$ cat config.mk
export PLATFORM = sky130hd
export DESIGN_NAME = ccr_pixel_render
export DESIGN_NICKNAME = d
export VERILOG_FILES = /design/src/rtl/ccr_pkg.sv /design/src/rtl/ccr_attr_decode.sv /design/src/rtl/ccr_glyph_tap.sv /design/src/rtl/ccr_compose.sv /design/src/rtl/ccr_pixel_render.sv
export SDC_FILE = /design/constraint.sdc
export NUM_CORES = 1
export LEC_CHECK = 0
export ABC_AREA = 1
export ABC_CLOCK_PERIOD_IN_PS = 1700
export BUFFER_PORTS_ARGS = -buffer_cell sky130_fd_sc_hd__buf_2
export CORE_ASPECT_RATIO = 0.5
export CORE_MARGIN = 3
export CORE_UTILIZATION = 30
export DETAILED_ROUTE_END_ITERATION = 8
export PLACE_DENSITY_LB_ADDON = 0.3
export SYNTH_ARGS = -nofsm -noshare
export SYNTH_HDL_FRONTEND = slang
export SYNTH_SLANG_ARGS = --single-unit
$ cat constraint.sdc
create_clock -name clk -period 1.7 [get_ports clk]
set_input_delay 0.085 -clock clk [delete_from_list [all_inputs] [get_ports clk]]
set_output_delay 0.085 -clock clk [all_outputs]
set_load 0.03 [all_outputs]
$ cat src/rtl/ccr_pkg.sv
package ccr_pkg;

   localparam int RGB_W = 3;

   typedef logic [RGB_W-1:0] rgb_t;

   typedef enum logic [1:0] {
      DM_VIDEO    = 2'b00,
      DM_TEXT     = 2'b01,
      DM_CAPTION  = 2'b10,
      DM_ENHANCED = 2'b11
   } disp_mode_e;

   localparam rgb_t RGB_BLACK   = 3'b000;
   localparam rgb_t RGB_WHITE   = 3'b111;
   localparam rgb_t RGB_GREEN   = 3'b010;
   localparam rgb_t RGB_BLUE    = 3'b001;
   localparam rgb_t RGB_CYAN    = 3'b011;
   localparam rgb_t RGB_RED     = 3'b100;
   localparam rgb_t RGB_YELLOW  = 3'b110;
   localparam rgb_t RGB_MAGENTA = 3'b101;

   typedef struct packed {
      rgb_t fg;
      logic italic;
      logic uline;
   } attr_t;

endpackage

$ cat src/rtl/ccr_attr_decode.sv
module ccr_attr_decode
   import ccr_pkg::*;
(
   input  logic [3:0] code,
   output attr_t      attr
);

   always_comb begin
      attr.uline  = code[0];
      attr.italic = 1'b0;
      unique case (code[3:1])
         3'd0: attr.fg = RGB_WHITE;
         3'd1: attr.fg = RGB_GREEN;
         3'd2: attr.fg = RGB_BLUE;
         3'd3: attr.fg = RGB_CYAN;
         3'd4: attr.fg = RGB_RED;
         3'd5: attr.fg = RGB_YELLOW;
         3'd6: attr.fg = RGB_MAGENTA;
         default: begin
            attr.fg     = RGB_WHITE;
            attr.italic = 1'b1;
         end
      endcase
   end

endmodule

$ cat src/rtl/ccr_glyph_tap.sv
module ccr_glyph_tap #(
   parameter int GLYPH_W   = 5,
   parameter int GLYPH_H   = 12,
   parameter int ITAL_STEP = 4,
   parameter int XW        = 3,
   parameter int YW        = 4
)(
   input  logic [GLYPH_W-1:0] bits,
   input  logic [XW-1:0]      px,
   input  logic [YW-1:0]      py,
   input  logic               italic,
   input  logic               valid,
   output logic               lit
);

   localparam int BASE_LINE = GLYPH_H;
   localparam int SW        = XW + 1;
   localparam int PW        = XW + 2;

   logic [YW-1:0]      rise;
   logic [SW-1:0]      shift;
   logic [GLYPH_W-1:0] hit;

   always_comb begin
      rise  = YW'(BASE_LINE) - py;
      shift = italic ? SW'(rise / YW'(ITAL_STEP)) : '0;
   end

   for (genvar c = 0; c < GLYPH_W; c++) begin : g_col
      logic [PW-1:0] pos;
      assign pos    = PW'(c + 1) + PW'(shift);
      assign hit[c] = bits[GLYPH_W-1-c] && (pos == PW'(px));
   end

   assign lit = valid && (py != '0) && (|hit);

endmodule

$ cat src/rtl/ccr_compose.sv
module ccr_compose
   import ccr_pkg::*;
(
   input  disp_mode_e mode,
   input  logic [1:0] style,
   input  logic       invert,
   input  logic       fg_on,
   input  logic       shade,
   input  logic       mesh_dark,
   input  rgb_t       fg,
   output rgb_t       rgb,
   output logic       blank
);

   rgb_t raw_rgb;
   logic raw_blank;
   logic shadow_en;
   logic mesh_en;

   assign shadow_en = ~style[1];
   assign mesh_en   = style[0];

   always_comb begin
      raw_rgb   = RGB_BLACK;
      raw_blank = 1'b0;
      unique case (mode)
         DM_VIDEO: begin
            raw_rgb   = RGB_BLACK;
            raw_blank = 1'b0;
         end
         DM_TEXT, DM_CAPTION: begin
            raw_rgb   = fg_on ? fg : RGB_BLACK;
            raw_blank = 1'b1;
         end
         default: begin
            if (fg_on) begin
               raw_rgb   = fg;
               raw_blank = 1'b1;
            end else if (shadow_en && shade) begin
               raw_blank = 1'b1;
            end else if (mesh_en && mesh_dark) begin
               raw_blank = 1'b1;
            end
         end
      endcase
      rgb   = raw_rgb ^ {RGB_W{invert}};
      blank = raw_blank ^ invert;
   end

endmodule

$ cat src/rtl/ccr_pixel_render.sv
module ccr_pixel_render
   import ccr_pkg::*;
#(
   parameter  int GLYPH_W   = 5,
   parameter  int GLYPH_H   = 12,
   parameter  int ITAL_STEP = 4,
   localparam int CELL_W    = GLYPH_W + 2,
   localparam int CELL_H    = GLYPH_H + 1,
   localparam int XW        = $clog2(CELL_W),
   localparam int YW        = $clog2(CELL_H)
)(
   input  logic               clk,
   input  logic               rst_n,
   input  logic               cfg_we,
   input  logic [1:0]         cfg_mode,
   input  logic [1:0]         cfg_style,
   input  logic               cfg_invert,
   input  logic [XW-1:0]      pix_x,
   input  logic [YW-1:0]      pix_y,
   input  logic [GLYPH_W-1:0] glyph_row,
   input  logic [GLYPH_W-1:0] glyph_above,
   input  logic [3:0]         attr_code,
   input  logic               osd_blank,
   input  logic [RGB_W-1:0]   osd_rgb,
   output logic [RGB_W-1:0]   vid_rgb,
   output logic               vid_blank
);

   if (GLYPH_W < 1 || GLYPH_H < 2) begin : g_bad_glyph
      $error("glyph must be at least 1 column by 2 rows");
   end
   if (ITAL_STEP < 1) begin : g_bad_step
      $error("italic step must be positive");
   end

   disp_mode_e mode_q;
   logic [1:0] style_q;
   logic       inv_q;

   always_ff @(posedge clk or negedge rst_n) begin
      if (!rst_n) begin
         mode_q  <= DM_VIDEO;
         style_q <= '0;
         inv_q   <= 1'b0;
      end else if (cfg_we) begin
         mode_q  <= disp_mode_e'(cfg_mode);
         style_q <= cfg_style;
         inv_q   <= cfg_invert;
      end
   end

   attr_t attr;

   ccr_attr_decode u_attr (
      .code (attr_code),
      .attr (attr)
   );

   logic          in_cell;
   logic          has_above;
   logic [XW-1:0] left_x;
   logic [YW-1:0] up_y;
   logic          lit_here;
   logic          lit_diag;

   assign in_cell   = (pix_x < XW'(CELL_W)) && (pix_y < YW'(CELL_H));
   assign has_above = in_cell && (pix_x != '0) && (pix_y != '0);
   assign left_x    = pix_x - XW'(1);
   assign up_y      = pix_y - YW'(1);

   ccr_glyph_tap #(
      .GLYPH_W (GLYPH_W), .GLYPH_H (GLYPH_H), .ITAL_STEP (ITAL_STEP),
      .XW (XW), .YW (YW)
   ) u_tap_here (
      .bits   (glyph_row),
      .px     (pix_x),
      .py     (pix_y),
      .italic (attr.italic),
      .valid  (in_cell),
      .lit    (lit_here)
   );

   ccr_glyph_tap #(
      .GLYPH_W (GLYPH_W), .GLYPH_H (GLYPH_H), .ITAL_STEP (ITAL_STEP),
      .XW (XW), .YW (YW)
   ) u_tap_diag (
      .bits   (glyph_above),
      .px     (left_x),
      .py     (up_y),
      .italic (attr.italic),
      .valid  (has_above),
      .lit    (lit_diag)
   );

   logic uline_px;
   logic fg_on;
   logic mesh_dark;

   assign uline_px  = attr.uline && in_cell && (pix_y == YW'(CELL_H - 1));
   assign fg_on     = lit_here || uline_px;
   assign mesh_dark = ~(pix_x[0] ^ pix_y[0]);

   rgb_t cap_rgb;
   logic cap_blank;

   ccr_compose u_compose (
      .mode      (mode_q),
      .style     (style_q),
      .invert    (inv_q),
      .fg_on     (fg_on),
      .shade     (lit_diag),
      .mesh_dark (mesh_dark),
      .fg        (attr.fg),
      .rgb       (cap_rgb),
      .blank     (cap_blank)
   );

   rgb_t nxt_rgb;
   logic nxt_blank;

   always_comb begin
      if (osd_blank) begin
         nxt_rgb   = osd_rgb;
         nxt_blank = 1'b1;
      end else begin
         nxt_rgb   = cap_rgb;
         nxt_blank = cap_blank;
      end
   end

   always_ff @(posedge clk or negedge rst_n) begin
      if (!rst_n) begin
         vid_rgb   <= '0;
         vid_blank <= 1'b0;
      end else begin
         vid_rgb   <= nxt_rgb;
         vid_blank <= nxt_blank;
      end
   end

endmodule

==> results of run 1 <==
[worst max-delay path: cells and delay by family]
kind                       cells  cell delay (ns)
AOI/OAI and AO/OA              2             0.34
adders and majority gates      3             0.51
buffers and inverters          6             0.36
and+or+nand+nor               11             0.74
[sequential cells by signal (all words and copies together), names as in the netlist]
register,flops
vid_rgb,3
mode_q,2
style_q,2
inv_q,1
vid_blank,1
[stage by stage]
step / cell area, um2 / TNS, ns / std cells / setup WS, ns
global route: 1790 / -1.31 / 291 / -0.356
CTS: 1730 / -0.741 / 288 / -0.238
global placement: 1620 / -1.78 / 279 / -0.517
floorplan: 1200 / -0.723 / 169 / -0.255
finish: 1790 / -0.693 / 291 / -0.206
detailed placement: 1620 / -1.93 / 279 / -0.534
[metal layers]
| layer | routed length (um) | vias to the layer above | GRT usage, % | part of all wire [%] |
|---|---|---|---|---|
| li1 | - | 690 | - | - |
| met4 | 6 | 0 | 2.92 | 0.20 |
| met2 | 1470 | 19 | 22.2 | 49 |
| met5 | 0 | - | 0 | 0 |
| met3 | 138 | 2 | 2.29 | 4.6 |
| met1 | 1370 | 603 | 17.7 | 46 |
[cell type report]
type | instances | area (um2)
clock buffer | 4 | 45.0
multi-input combinational | 131 | 892
timing repair buffer | 68 | 443
tap | 51 | 63.8
fill | 350 | 1750
sequential | 9 | 225
inverter | 28 | 125
[cells in the final DEF (no fill, tap or decap), types with 2 or more instances in the layout]
cell type / netlist / final
sky130_fd_sc_hd__buf_2: 0 / 34
sky130_fd_sc_hd__xor2_1: 4 / 4
sky130_fd_sc_hd__nand3_1: 20 / 16
sky130_fd_sc_hd__clkinv_2: 0 / 2
sky130_fd_sc_hd__dfrtp_1: 9 / 9
sky130_fd_sc_hd__nand2_1: 46 / 43
sky130_fd_sc_hd__nand4_1: 5 / 5
sky130_fd_sc_hd__nor2_1: 5 / 5
sky130_fd_sc_hd__inv_8: 0 / 2
sky130_fd_sc_hd__ha_4: 0 / 4
sky130_fd_sc_hd__clkbuf_8: 0 / 3
sky130_fd_sc_hd__ha_1: 12 / 7
sky130_fd_sc_hd__buf_4: 0 / 31
sky130_fd_sc_hd__nand3_2: 4 / 8
sky130_fd_sc_hd__inv_2: 3 / 7
sky130_fd_sc_hd__inv_1: 23 / 16
sky130_fd_sc_hd__nand2_2: 9 / 12
sky130_fd_sc_hd__o21ai_0: 9 / 9
sky130_fd_sc_hd__buf_8: 0 / 2
[what timing repair did]
| action | 4_1_cts | 5_1_grt |
|---|---|---|
| gates resized for setup | 8 | 9 |
| setup endpoints to repair | 4 | 4 |
| endpoints found under the hold margin | 9 | 0 |
| cloned | 0 | 0 |
| pin swaps | 16 | 18 |
| hold buffers | 1 | 0 |
| setup buffers | 4 | 3 |
[logic make-up after synthesis]
family | after synthesis
buffers and inverters | 29
multiplexers | 1
AO/OA/AOI/OAI | 17
XOR/XNOR | 5
adder cells (fa/ha/maj) | 12
flip-flops | 9
AND/OR/NAND/NOR | 96
[how the worst max path moves through the flow]
stage,from,to
after floorplan,pix_y[1],vid_blank
after global placement,pix_y[1],vid_blank
after detailed placement,pix_y[1],vid_blank
after CTS,pix_y[0],vid_blank
after global routing,pix_y[1],vid_blank
final,pix_y[1],vid_blank
[where the power goes]
| part | total, mW | switching (mW) | leakage (nW) | internal, mW |
|---|---|---|---|---|
| Clock | 0.243 | 0.0797 | 0.0228 | 0.163 |
| Sequential | 0.246 | 0.00910 | 0.107 | 0.237 |
| Combinational | 0.420 | 0.231 | 0.824 | 0.190 |
| Total | 0.909 | 0.320 | 0.954 | 0.590 |
==> summary.txt, run 1 <==
CTS
  • Clock H-tree levels: 1
  • Clk Tree Root Cell: sky130_fd_sc_hd__clkbuf_8
  • CTS tree: built
  • Clock tree buffer depth: 2
  • Total CTS buffers: 3
  • Source-to-sink clock delay at the later pin of the worst-skew pair: ~0.23 ns
  • TritonCTS sink count: 9
  • Clock Pin Slew Worst Setup and Hold Paths: about 0.040 ns

Run
  • Count of maximum capacitance violations: 0

Timing
  • Hold violation total from the final report: 0
  • Final setup skew: about 0.0025 ns
  • Final cycle utilization of the critical path: 112%
  • Setup violators final: 4
  • Final setup slack of the worst path: -0.206 ns
  • Maximum frequency from static timing analysis: between 500 and 600 MHz
  • Transition time of the tightest slew-check pin: roughly 0.4 ns
  • Minimum clock period: 1.91 ns
  • Setup repair after global routing missed its margin: true
  • Smallest hold slack: ~0.051 ns
  • Max-slew headroom at the worst pin: between 70 and 80%
  • Pins Over Slew Limit: 0

Synth
  • Number of warnings reported in the yosys synthesis log: 0
  • Complex-gate fraction of the synthesized area: between 10% and 20%
  • Post-Synthesis Cell Area: 1140 um2
  • Share of cell area taken by muxes after synthesis: less than 1%
  • Leading post-synthesis cells by cell area: sky130_fd_sc_hd__dfrtp_1, sky130_fd_sc_hd__nand2_1, sky130_fd_sc_hd__ha_1
  • Post-synthesis cell count: 169
  • Xor and xnor fraction of the mapped netlist area: around 3.8%
  • Net count after synthesis: 214
  • Synth Area per Inst: 6.74 um2
  • Post-synth EDFFs: 0
  • Combinational family with the most area after synthesis: simple AND/OR/NAND/NOR gates
  • Area share of the largest cell type after synthesis: 19.8%
  • Async set-reset flop share out of synthesis: 100%
  • Count of distinct cell types in the synthesized netlist: 31
  • Post-synth top cells: sky130_fd_sc_hd__nand2_1, sky130_fd_sc_hd__inv_1, sky130_fd_sc_hd__nand3_1
  • Register bit total from synthesis: 9
  • Leading register cell type out of synthesis: sky130_fd_sc_hd__dfrtp_1
  • Seq/Total Area, Yosys: about a fifth
  • Simple-gate portion of the synthesized area: between 40 and 50%
  • Adder-cell share of the synthesized area: 13.2%
  • Most frequent cell after synthesis: sky130_fd_sc_hd__nand2_1
  • Library cell occupying the most area in the post-synthesis netlist: sky130_fd_sc_hd__dfrtp_1

Floorplanning
  • Initial cell density of the core: 32.1%
  • Placeable core region: 3550 um2
  • Die width: between 90 and 100 um
  • Total Die Area: roughly 4600 um2
  • I/O pin total: 37
  • Die height: 49.6 um
  • Number of placement rows: 15

Setup path
  • R2R cell count: 5
  • Cell seen most often among critical-path stages: sky130_fd_sc_hd__nand2_2
  • Capture point of the worst reg-to-reg path: vid_blank
  • Worst setup EP type: flip-flop
  • Critical-path cell list: buf_8, inv_8, ha_4, inv_2, nand2_2, nand2_2, inv_2, nand2_2, inv_2, ha_4, inv_4, ha_4, nand2_2, a21o_1, a31oi_2, nand2_2, nand2_4, nor2_4, nand2_2, nand2_1, nand2_1, nand3_2
  • R2R Path Start: mode_q[0]
  • Crit path required time: 1.81 ns
  • Reg2Reg Setup Slack: roughly 0.45 ns
  • CP max stage delay: roughly 0.24 ns
  • Data arrival time of the worst path: between 2 and 2.5 ns
  • Crit path kind: input pin to flip-flop
  • Startpoint types: input pin
  • Critical Path Fanout Max: 7
  • Cell with the largest stage delay on the worst path: sky130_fd_sc_hd__ha_4

Min path
  • Hold/Removal Path Class: input pin to flip-flop
  • Hold path startpoint: osd_rgb[1]
  • Worst hold endpoint: vid_rgb[1]
  • Hold Path Depth: 3

Status
  • Run status: finished, violations left
  • Violations in the final reports: setup timing

Routing
  • Number of detailed-routing iterations run before antenna repair: 4
  • Detail-routed net length per standard cell: 10.2 um
  • Residual DRC: 0
  • Post-DRT Antenna Nets: 0
  • Routed vias: roughly 1300
  • Vias per inst: ~4.5
  • Total detailed-routing wirelength: 2980 um
  • First-iteration detailed-routing DRC count: 36

Layout
  • Net total in the final layout: roughly 290
  • Share of cells above drive strength 1: approximately 49%
  • Area overhead of the layout relative to synthesis: 57.4%
  • Post-layout utilization of the core: between 50% and 60%
  • N_diodes: 0

GRT
  • Wire length of the first global-routing pass: between 4000 and 5000 um
  • Via count of the first global-routing pass: approximately 1200
  • Overall routing resource usage: between 10% and 20%
  • Grt ovf: 0
  • Number of antenna violations at the first check in global routing: 0
  • Maximum number of pins on one net before global-route repair: 10

Placed design
  • HPWL after detailed placement: roughly 2600 um
  • Global placement routability congestion: about 0.82
  • Port Buf Inserts: 36

Power
  • Pwr per Cell Area: 507 nW/um2
  • Power consumption: a little over 0.9 mW
  • Worst IR Drop VDD: about 430 uV
  • Leakage power: about 0.95 nW
Power figures use the tool's default switching activity.
==> run 2: changes to the inputs <==
--- a/config.mk
+++ b/config.mk
@@ -12,7 +12,7 @@
 export CORE_MARGIN = 3
 export CORE_UTILIZATION = 30
 export DETAILED_ROUTE_END_ITERATION = 8
-export PLACE_DENSITY_LB_ADDON = 0.3
+export PLACE_DENSITY = 0.51
 export SYNTH_ARGS = -nofsm -noshare
 export SYNTH_HDL_FRONTEND = slang
 export SYNTH_SLANG_ARGS = --single-unit
==> run 2 against run 1 <==
Effect of this change: the flow still finishes with violations (setup timing); fmax is 1.6% lower; die area is the same; count of clock-buffer cells in the layout stayed put.
==> summary.txt, run 2 (synthesis gave the netlist of run 1 again) <==
Routing
  • Number of detailed-routing iterations run before antenna repair: 4 (unchanged)
  • Residual DRC: 0 (unchanged)
  • Routed vias: 1283 (-2.4%)
  • Vias per inst: 4.38 (-3.0%)
  • First-iteration detailed-routing DRC count: 36 (unchanged)
  • Total detailed-routing wirelength: 3110 um (+4.3%)
  • Post-DRT Antenna Nets: 0 (unchanged)
  • Detail-routed net length per standard cell: 10.6 um (+3.6%)

Timing
  • Max-slew headroom at the worst pin: 75.6% (+2.4 points)
  • Transition time of the tightest slew-check pin: 0.363 ns (-0.0350 ns)
  • Final setup slack of the worst path: -0.237 ns (-0.0308 ns)
  • Pins Over Slew Limit: 0 (unchanged)
  • Hold violation total from the final report: 0 (unchanged)
  • Maximum frequency from static timing analysis: 516 MHz (-1.6%)
  • Final setup skew: 0.00204 ns (-0.000435 ns)
  • Setup violators final: 4 (unchanged)
  • Minimum clock period: 1.94 ns (+0.0308 ns)
  • Smallest hold slack: 0.0542 ns (+0.00296 ns)
  • Setup repair after global routing missed its margin: true
  • Final cycle utilization of the critical path: 114% (+1.8 points)

Power
  • Pwr per Cell Area: 507 nW/um2 (about the same)
  • Leakage power: 0.972 nW (+2.0%)
  • Worst IR Drop VDD: 447 uV (+3.3%)

Setup path
  • Crit path kind: input pin to flip-flop
  • Critical path buffers and inverters: 4 (-2)
  • Top cell family by delay on the critical path: simple AND/OR/NAND/NOR gates
  • Crit path required time: 1.81 ns (about the same)
  • Critical Path Fanout Max: 3 (-4)
  • CP max stage delay: 0.28 ns (+0.04 ns)
  • Cell with the largest stage delay on the worst path: sky130_fd_sc_hd__or2_4
  • Critical-path cell list: buf_8, inv_8, ha_4, inv_4, nand2_2, nand2_2, or2_4, a21oi_4, ha_2, inv_2, ha_4, a22o_2, nand3_2, nand3_2, nand2_2, nand2_2, nand3_2, nand3_2
  • Startpoint types: input pin
  • Data arrival time of the worst path: 2.05 ns (+0.03 ns)
  • Worst setup EP type: flip-flop

Layout
  • Sequential Area: 225 um2 (unchanged)
  • Share of cells above drive strength 1: 49.2% (+0.42 points)
  • Most used cells in the layout excluding fill and tap cells: sky130_fd_sc_hd__nand2_1, sky130_fd_sc_hd__buf_2, sky130_fd_sc_hd__buf_4
  • Final cell area excluding filler cells: 1820 um2 (+1.5%)
  • Net total in the final layout: 288 (+0.70%)
  • Leading cell type in the layout, fill and taps excluded: sky130_fd_sc_hd__nand2_1
  • Multi-input logic area: 893 um2 (+0.14%)
  • Area overhead of the layout relative to synthesis: 59.8%
  • Top register by number of flip-flops: vid_rgb
  • Biggest registers after layout: vid_rgb: 3 flops, mode_q: 2 flops, style_q: 2 flops
  • N_diodes: 0 (unchanged)
  • Filler cell count in the final layout: 353 (+0.86%)
  • Largest register FFs: 3 (unchanged)

GRT
  • Global routing met3 resource utilization: 1.52% (-0.76 points)
  • GR peak layer: met2
  • Wire length of the first global-routing pass: 5400 um (+8.2%)
  • Met2 demand-to-capacity share in global routing: 22.5% (+0.36 points)
  • Overall routing resource usage: 14.5% (+1.3 points)
  • Grt ovf: 0 (unchanged)
  • Maximum number of pins on one net before global-route repair: 10 (unchanged)
  • Via count of the first global-routing pass: 1252 (+3.1%)
  • Number of antenna violations at the first check in global routing: 0 (unchanged)
  • Global routing met1 resource utilization: 20.7% (+3.0 points)

Placed design
  • Place WS: -0.578 ns (-0.0433 ns)
  • Global placement routability congestion: 0.836 (+2.2%)
  • Cell area after placement: 1630 um2 (+0.46%)
  • HPWL after detailed placement: 2650 um (+4.0%)
  • Port Buf Inserts: 36 (unchanged)

CTS
  • TritonCTS sink count: 9 (unchanged)
  • Clock H-tree levels: 1 (unchanged)
  • Clock Pin Slew Worst Setup and Hold Paths: 0.04 ns (about the same)
  • Total CTS buffers: 3 (unchanged)
  • CTS tree: built
  • Clk Tree Root Cell: sky130_fd_sc_hd__clkbuf_8
  • Source-to-sink clock delay at the later pin of the worst-skew pair: 0.23 ns (about the same)
  • Clock tree buffer depth: 2 (unchanged)

Floorplanning
  • Total Die Area: 4620 um2 (unchanged)
  • Number of placement rows: 15 (unchanged)
  • Placeable core region: 3550 um2 (unchanged)
  • Die width: 93.2 um (unchanged)
  • Initial cell density of the core: 32.1% (unchanged)
  • I/O pin total: 37 (unchanged)
  • Die height: 49.6 um (unchanged)

Run
  • Count of maximum capacitance violations: 0 (unchanged)

Min path
  • Hold/Removal Path Class: input pin to flip-flop

Status
  • Violations in the final reports: setup timing
  • Run status: finished, violations left
run 2: worst register-to-register path, cell delays in order, from the launching register on:
cell                      delay (ns)
sky130_fd_sc_hd__dfrtp_1        0.34
sky130_fd_sc_hd__inv_1          0.06
sky130_fd_sc_hd__ha_1           0.28
sky130_fd_sc_hd__or2_2          0.31
sky130_fd_sc_hd__nand3_2        0.08
sky130_fd_sc_hd__nand3_2        0.07
run 2: path summary, 6_finish.rpt:
kind / startpoint / depth (start not counted) / slack [ns] / to
worst max-delay path: pix_y[1] / 18 / -0.24 / vid_blank
worst min-delay path: osd_rgb[2] / 3 / 0.05 / vid_rgb[2]
worst max register to register: mode_q[0] / 5 / 0.44 / vid_blank
worst min register to register: style_q[0] / 1 / 0.53 / style_q[0]
max in group asynchronous: rst_n / 2 / 1.28 / vid_blank
min in group asynchronous: rst_n / 2 / 0.24 / mode_q[1]
run 2: metal layers:
metal	share of wire, %	wire, um	up-vias
met4	0.90	28	0
met5	0	0	-
met1	50	1540	563
met2	46	1430	24
li1	-	-	692
met3	3.7	114	4
run 2: layout make-up:
type | count | share of cell area [%]
clock buffer | 4 | 2.47
inverter | 28 | 7.14
multi-input combinational | 131 | 49.0
sequential | 9 | 12.4
tap | 51 | 3.50
timing repair buffer | 70 | 25.5
run 2: repair_timing:
item,4_1_cts,5_1_grt
hold endpoints to repair,9,0
setup buffers,6,2
hold buffers,1,0
endpoints found under the setup margin,4,4
pin swaps,20,19
gates resized for setup,10,11
run 2: power by group:
group	leakage (nW)	internal [mW]	switching, mW	total [mW]
sequential	0.107	0.237	0.0105	0.248
combinational	0.843	0.196	0.234	0.430
clock	0.0228	0.163	0.0828	0.246
total	0.972	0.596	0.327	0.923
run 2: metrics by stage:
step,TNS [ns],std cells,power [mW],util (%)
final,-0.781,293,0.923,51.4
after global routing,-1.34,293,1.00,51.4
after global placement,-1.84,280,0.641,45.8
after detailed placement,-2.05,280,0.648,45.8
after floorplan,-0.723,169,0.487,-
after CTS,-0.842,291,0.920,49.7
==> run 3: changes to the inputs <==
--- a/config.mk
+++ b/config.mk
@@ -5,7 +5,6 @@
 export SDC_FILE = /design/constraint.sdc
 export NUM_CORES = 1
 export LEC_CHECK = 0
-export ABC_AREA = 1
 export ABC_CLOCK_PERIOD_IN_PS = 1700
 export BUFFER_PORTS_ARGS = -buffer_cell sky130_fd_sc_hd__buf_2
 export CORE_ASPECT_RATIO = 0.5
==> run 3 against run 2 <==
Effect of this change: the flow still finishes with violations (setup timing); clock power decreased by 2%; worst setup slack lost 0.43 ns; synthesized cell count down 15%; global-route usage is 0.23 points lower; sequential power hardly changed; first-iteration DRC count is 19% lower; fmax fell by 18%; routed wire length up 3.5%; register-to-register slack worse by 0.88 ns; die area increased by 1.0%; flip-flop and latch count is the same.
==> summary.txt, run 3 <==
Synth
  • Leading post-synthesis cells by cell area: sky130_fd_sc_hd__dfrtp_1, sky130_fd_sc_hd__ha_1, sky130_fd_sc_hd__xnor2_1
  • Seq/Total Area, Yosys: 19.5% (-0.21 points)
  • Post-synth top cells: sky130_fd_sc_hd__inv_1, sky130_fd_sc_hd__nand2_1, sky130_fd_sc_hd__ha_1
  • Count of distinct cell types in the synthesized netlist: 43 (+39%)
  • Synth Area per Inst: 8.06 um2 (+19%)
  • Number of warnings reported in the yosys synthesis log: 0 (unchanged)
  • Register bit total from synthesis: 9 (unchanged)
  • Library cell occupying the most area in the post-synthesis netlist: sky130_fd_sc_hd__dfrtp_1
  • Net count after synthesis: 188 (-12%)
  • Async set-reset flop share out of synthesis: 100% (unchanged)
  • Post-synthesis cell count: 143 (-15%)
  • Most frequent cell after synthesis: sky130_fd_sc_hd__inv_1
  • Post-Synthesis Cell Area: 1150 um2 (+1.1%)
  • Area share of the largest cell type after synthesis: 19.5% (-0.21 points)
  • Leading register cell type out of synthesis: sky130_fd_sc_hd__dfrtp_1
  • Post-synth EDFFs: 0 (unchanged)

Status
  • Run status: finished, violations left
  • Violations in the final reports: setup timing

Power
  • Comb power frac: 49.1% (+2.6 points)
  • Cell internal power dissipation: 0.640 mW (+7.3%)
  • Switching power summed over all nets: 0.324 mW (-0.88%)
  • Clock network fraction of total power: 25.1% (-1.5 points)
  • Worst IR Drop VDD: 358 uV (-20%)
  • Reg power frac: 25.8% (-1.0 points)
  • Switching power as a share of total power: 33.6% (-1.8 points)
  • Pwr per Cell Area: 506 nW/um2 (-0.27%)
  • Leakage power: 0.865 nW (-11%)

Routing
  • Post-DRT Antenna Nets: 0 (unchanged)
  • First-iteration detailed-routing DRC count: 29 (-19%)
  • Detail-routed net length per standard cell: 12.2 um (+15%)
  • Routed vias: 1223 (-4.7%)
  • Vias per inst: 4.63 (+5.8%)
  • Number of detailed-routing iterations run before antenna repair: 4 (unchanged)
  • Residual DRC: 0 (unchanged)
  • Total detailed-routing wirelength: 3220 um (+3.5%)

Setup path
  • CP max stage delay: 0.29 ns (about the same)
  • Reg2Reg Setup Slack: -0.44 ns (-0.88 ns)
  • Cell seen most often among critical-path stages: sky130_fd_sc_hd__ha_4
  • Crit path kind: input pin to flip-flop
  • Critical-path cell list: buf_8, inv_4, ha_4, o21bai_4, a221oi_2, mux2i_2, ha_2, inv_2, ha_4, a22oi_2, o21ai_1, o311ai_1, a31o_1, a311oi_1, a41oi_1
  • R2R cell count: 9 (+4)
  • Worst setup EP type: flip-flop
  • Crit path required time: 1.79 ns (-0.02 ns)
  • Capture point of the worst reg-to-reg path: vid_blank
  • Top cell family by delay on the critical path: compound AO/OA/AOI/OAI gates
  • R2R Path Start: mode_q[0]
  • Data arrival time of the worst path: 2.46 ns (+0.41 ns)
  • Cell with the largest stage delay on the worst path: sky130_fd_sc_hd__a221oi_2
  • Critical path startpoint: pix_y[0]
  • Capturing element of the worst setup path: vid_blank
  • Crit path depth: 15 (-3)
  • Critical Path Fanout Max: 2 (-1)
  • Startpoint types: input pin
  • Critical path buffers and inverters: 3 (-1)

CTS
  • Clock H-tree levels: 1 (unchanged)
  • Clk Tree Root Cell: sky130_fd_sc_hd__clkbuf_8
  • Clock Pin Slew Worst Setup and Hold Paths: 0.04 ns (about the same)
  • TritonCTS sink count: 9 (unchanged)
  • Total CTS buffers: 3 (unchanged)
  • CTS tree: built
  • Source-to-sink clock delay at the later pin of the worst-skew pair: 0.23 ns (about the same)
  • Clock tree buffer depth: 2 (unchanged)

GRT
  • Via count of the first global-routing pass: 1202 (-4.0%)
  • Overall routing resource usage: 14.2% (-0.23 points)
  • Wire length of the first global-routing pass: 5380 um (-0.37%)
  • Maximum number of pins on one net before global-route repair: 10 (unchanged)
  • Number of antenna violations at the first check in global routing: 0 (unchanged)
  • Grt ovf: 0 (unchanged)

Floorplanning
  • Die height: 49.8 um (+0.48%)
  • Total Die Area: 4670 um2 (+1.0%)
  • Die width: 93.7 um (+0.52%)
  • Initial cell density of the core: 32.3% (+0.18 points)
  • I/O pin total: 37 (unchanged)
  • Placeable core region: 3570 um2 (+0.53%)
  • Number of placement rows: 15 (unchanged)

Timing
  • Pins Over Slew Limit: 0 (unchanged)
  • Transition time of the tightest slew-check pin: 0.450 ns (+0.0864 ns)
  • Final setup slack of the worst path: -0.670 ns (-0.434 ns)
  • Final cycle utilization of the critical path: 139% (+26 points)
  • Max-slew headroom at the worst pin: 69.8% (-5.8 points)
  • Minimum clock period: 2.37 ns (+0.434 ns)
  • Setup repair after global routing missed its margin: true
  • Hold violation total from the final report: 0 (unchanged)
  • Smallest hold slack: 0.0581 ns (+0.00390 ns)
  • Maximum frequency from static timing analysis: 422 MHz (-18%)
  • Final setup skew: 0.00218 ns (+0.000134 ns)
  • Setup violators final: 4 (unchanged)

Layout
  • Area overhead of the layout relative to synthesis: 65.5%
  • Most used cells in the layout excluding fill and tap cells: sky130_fd_sc_hd__buf_2, sky130_fd_sc_hd__buf_4, sky130_fd_sc_hd__nand2_1
  • Share of cells above drive strength 1: 52.6% (+3.4 points)
  • Multi-input logic area: 1020 um2 (+14%)
  • Net total in the final layout: 259 (-10%)
  • Biggest registers after layout: vid_rgb: 3 flops, mode_q: 2 flops, style_q: 2 flops
  • Filler cell count in the final layout: 325 (-7.9%)
  • N_diodes: 0 (unchanged)
  • Post-layout utilization of the core: 53.5% (+2.1 points)
  • Top register by number of flip-flops: vid_rgb
  • Final cell area excluding filler cells: 1910 um2 (+4.7%)
  • Sequential Area: 225 um2 (unchanged)
  • Largest register FFs: 3 (unchanged)
  • Final standard cell count with taps included and fillers excluded: 264 (-9.9%)

Min path
  • Hold/Removal Path Class: input pin to flip-flop

Placed design
  • Port Buf Inserts: 36 (unchanged)
  • Place WS: -1.08 ns (-0.504 ns)
  • Cell area after placement: 1640 um2 (+1.1%)
  • HPWL after detailed placement: 2530 um (-4.6%)
  • Global placement routability congestion: 0.796 (-4.8%)
  • Inst Count DP: 255 (-8.9%)

Run
  • Count of maximum capacitance violations: 0 (unchanged)
[run 3: cell types whose count changed in the layout (fill, tap and decap cells not counted), sizes merged, moves of 3 or more]
cell,change
nand2,-41
nand3,-20
inv,-10
xnor2,+6
nor2,+5
mux2i,+4
nand2b,+3
nand4,-3
[run 3: layer usage]
metal / vias to the layer above / global-route usage (%) / part of all wire [%]
met2: 23 / 21.8 / 45
met5: - / 0 / 0
met3: 4 / 0.915 / 3.6
li1: 646 / - / -
met1: 550 / 21.6 / 50
met4: 0 / 3.60 / 0.65
[run 3: power by group through the flow]
stage	Clock [mW]	Combinational [mW]	Sequential (mW)
5_1_grt	0.262	0.522	0.252
3_5_place_dp	0	0.405	0.252
4_1_cts	0.246	0.443	0.249
2_1_floorplan	0	0.212	0.275
6_report	0.242	0.474	0.249
3_3_place_gp	0	0.401	0.251
[run 3: per-stage QoR]
| step | setup TNS [ns] | power, mW |
|---|---|---|
| 3_3_place_gp | -3.76 | 0.652 |
| 4_1_cts | -2.55 | 0.938 |
| 3_5_place_dp | -3.84 | 0.657 |
| 2_1_floorplan | -2.08 | 0.488 |
| 6_report | -2.00 | 0.964 |
| 5_1_grt | -2.55 | 1.04 |
[run 3: cells by family (layout without fill, tap and decap cells)]
group	Yosys count	after routing	share of synthesized area, %
AND/OR/NAND/NOR	50	50	22.3
AO/OA/AOI/OAI	32	32	21.4
buffers and inverters	22	92	8.69
adder cells (fa/ha/maj)	12	12	13.0
XOR/XNOR	11	11	8.36
flip-flops	9	9	19.5
multiplexers	7	7	6.73
[run 3: final cells by class]
| class | count | share of cell area [%] |
|---|---|---|
| Clock buffer | 4 | 2.36 |
| Inverter | 16 | 3.94 |
| Multi-Input combinational cell | 112 | 53.5 |
| Sequential cell | 9 | 11.8 |
| Tap cell | 51 | 3.35 |
| Timing Repair Buffer | 72 | 25.0 |
[run 3: worst min path at each step]
stage                      startpoint          to  cells after the start  slack, ns
after floorplan                 rst_n       inv_q                      0      -0.21
after global placement          rst_n   mode_q[1]                      1      -0.05
after detailed placement        rst_n   mode_q[1]                      1      -0.05
after CTS                 cfg_mode[1]   mode_q[1]                      3       0.06
after global routing       osd_rgb[0]  vid_rgb[0]                      3       0.08
final                      osd_rgb[0]  vid_rgb[0]                      3       0.06
[run 3: tightest hold or removal path, delay by kind of cell]
kind          cells  cell delay, ns
buf+inv           1            0.07
simple gates      2            0.09
[run 3: what timing repair did]
item | CTS | global route
setup endpoints to repair | 4 | 4
hold endpoints to repair | 9 | 0
resized for setup | 16 | 16
gates cloned | 0 | 0
pin swaps | 12 | 10
buffers inserted | 3 | 2
hold buffers | 1 | 0
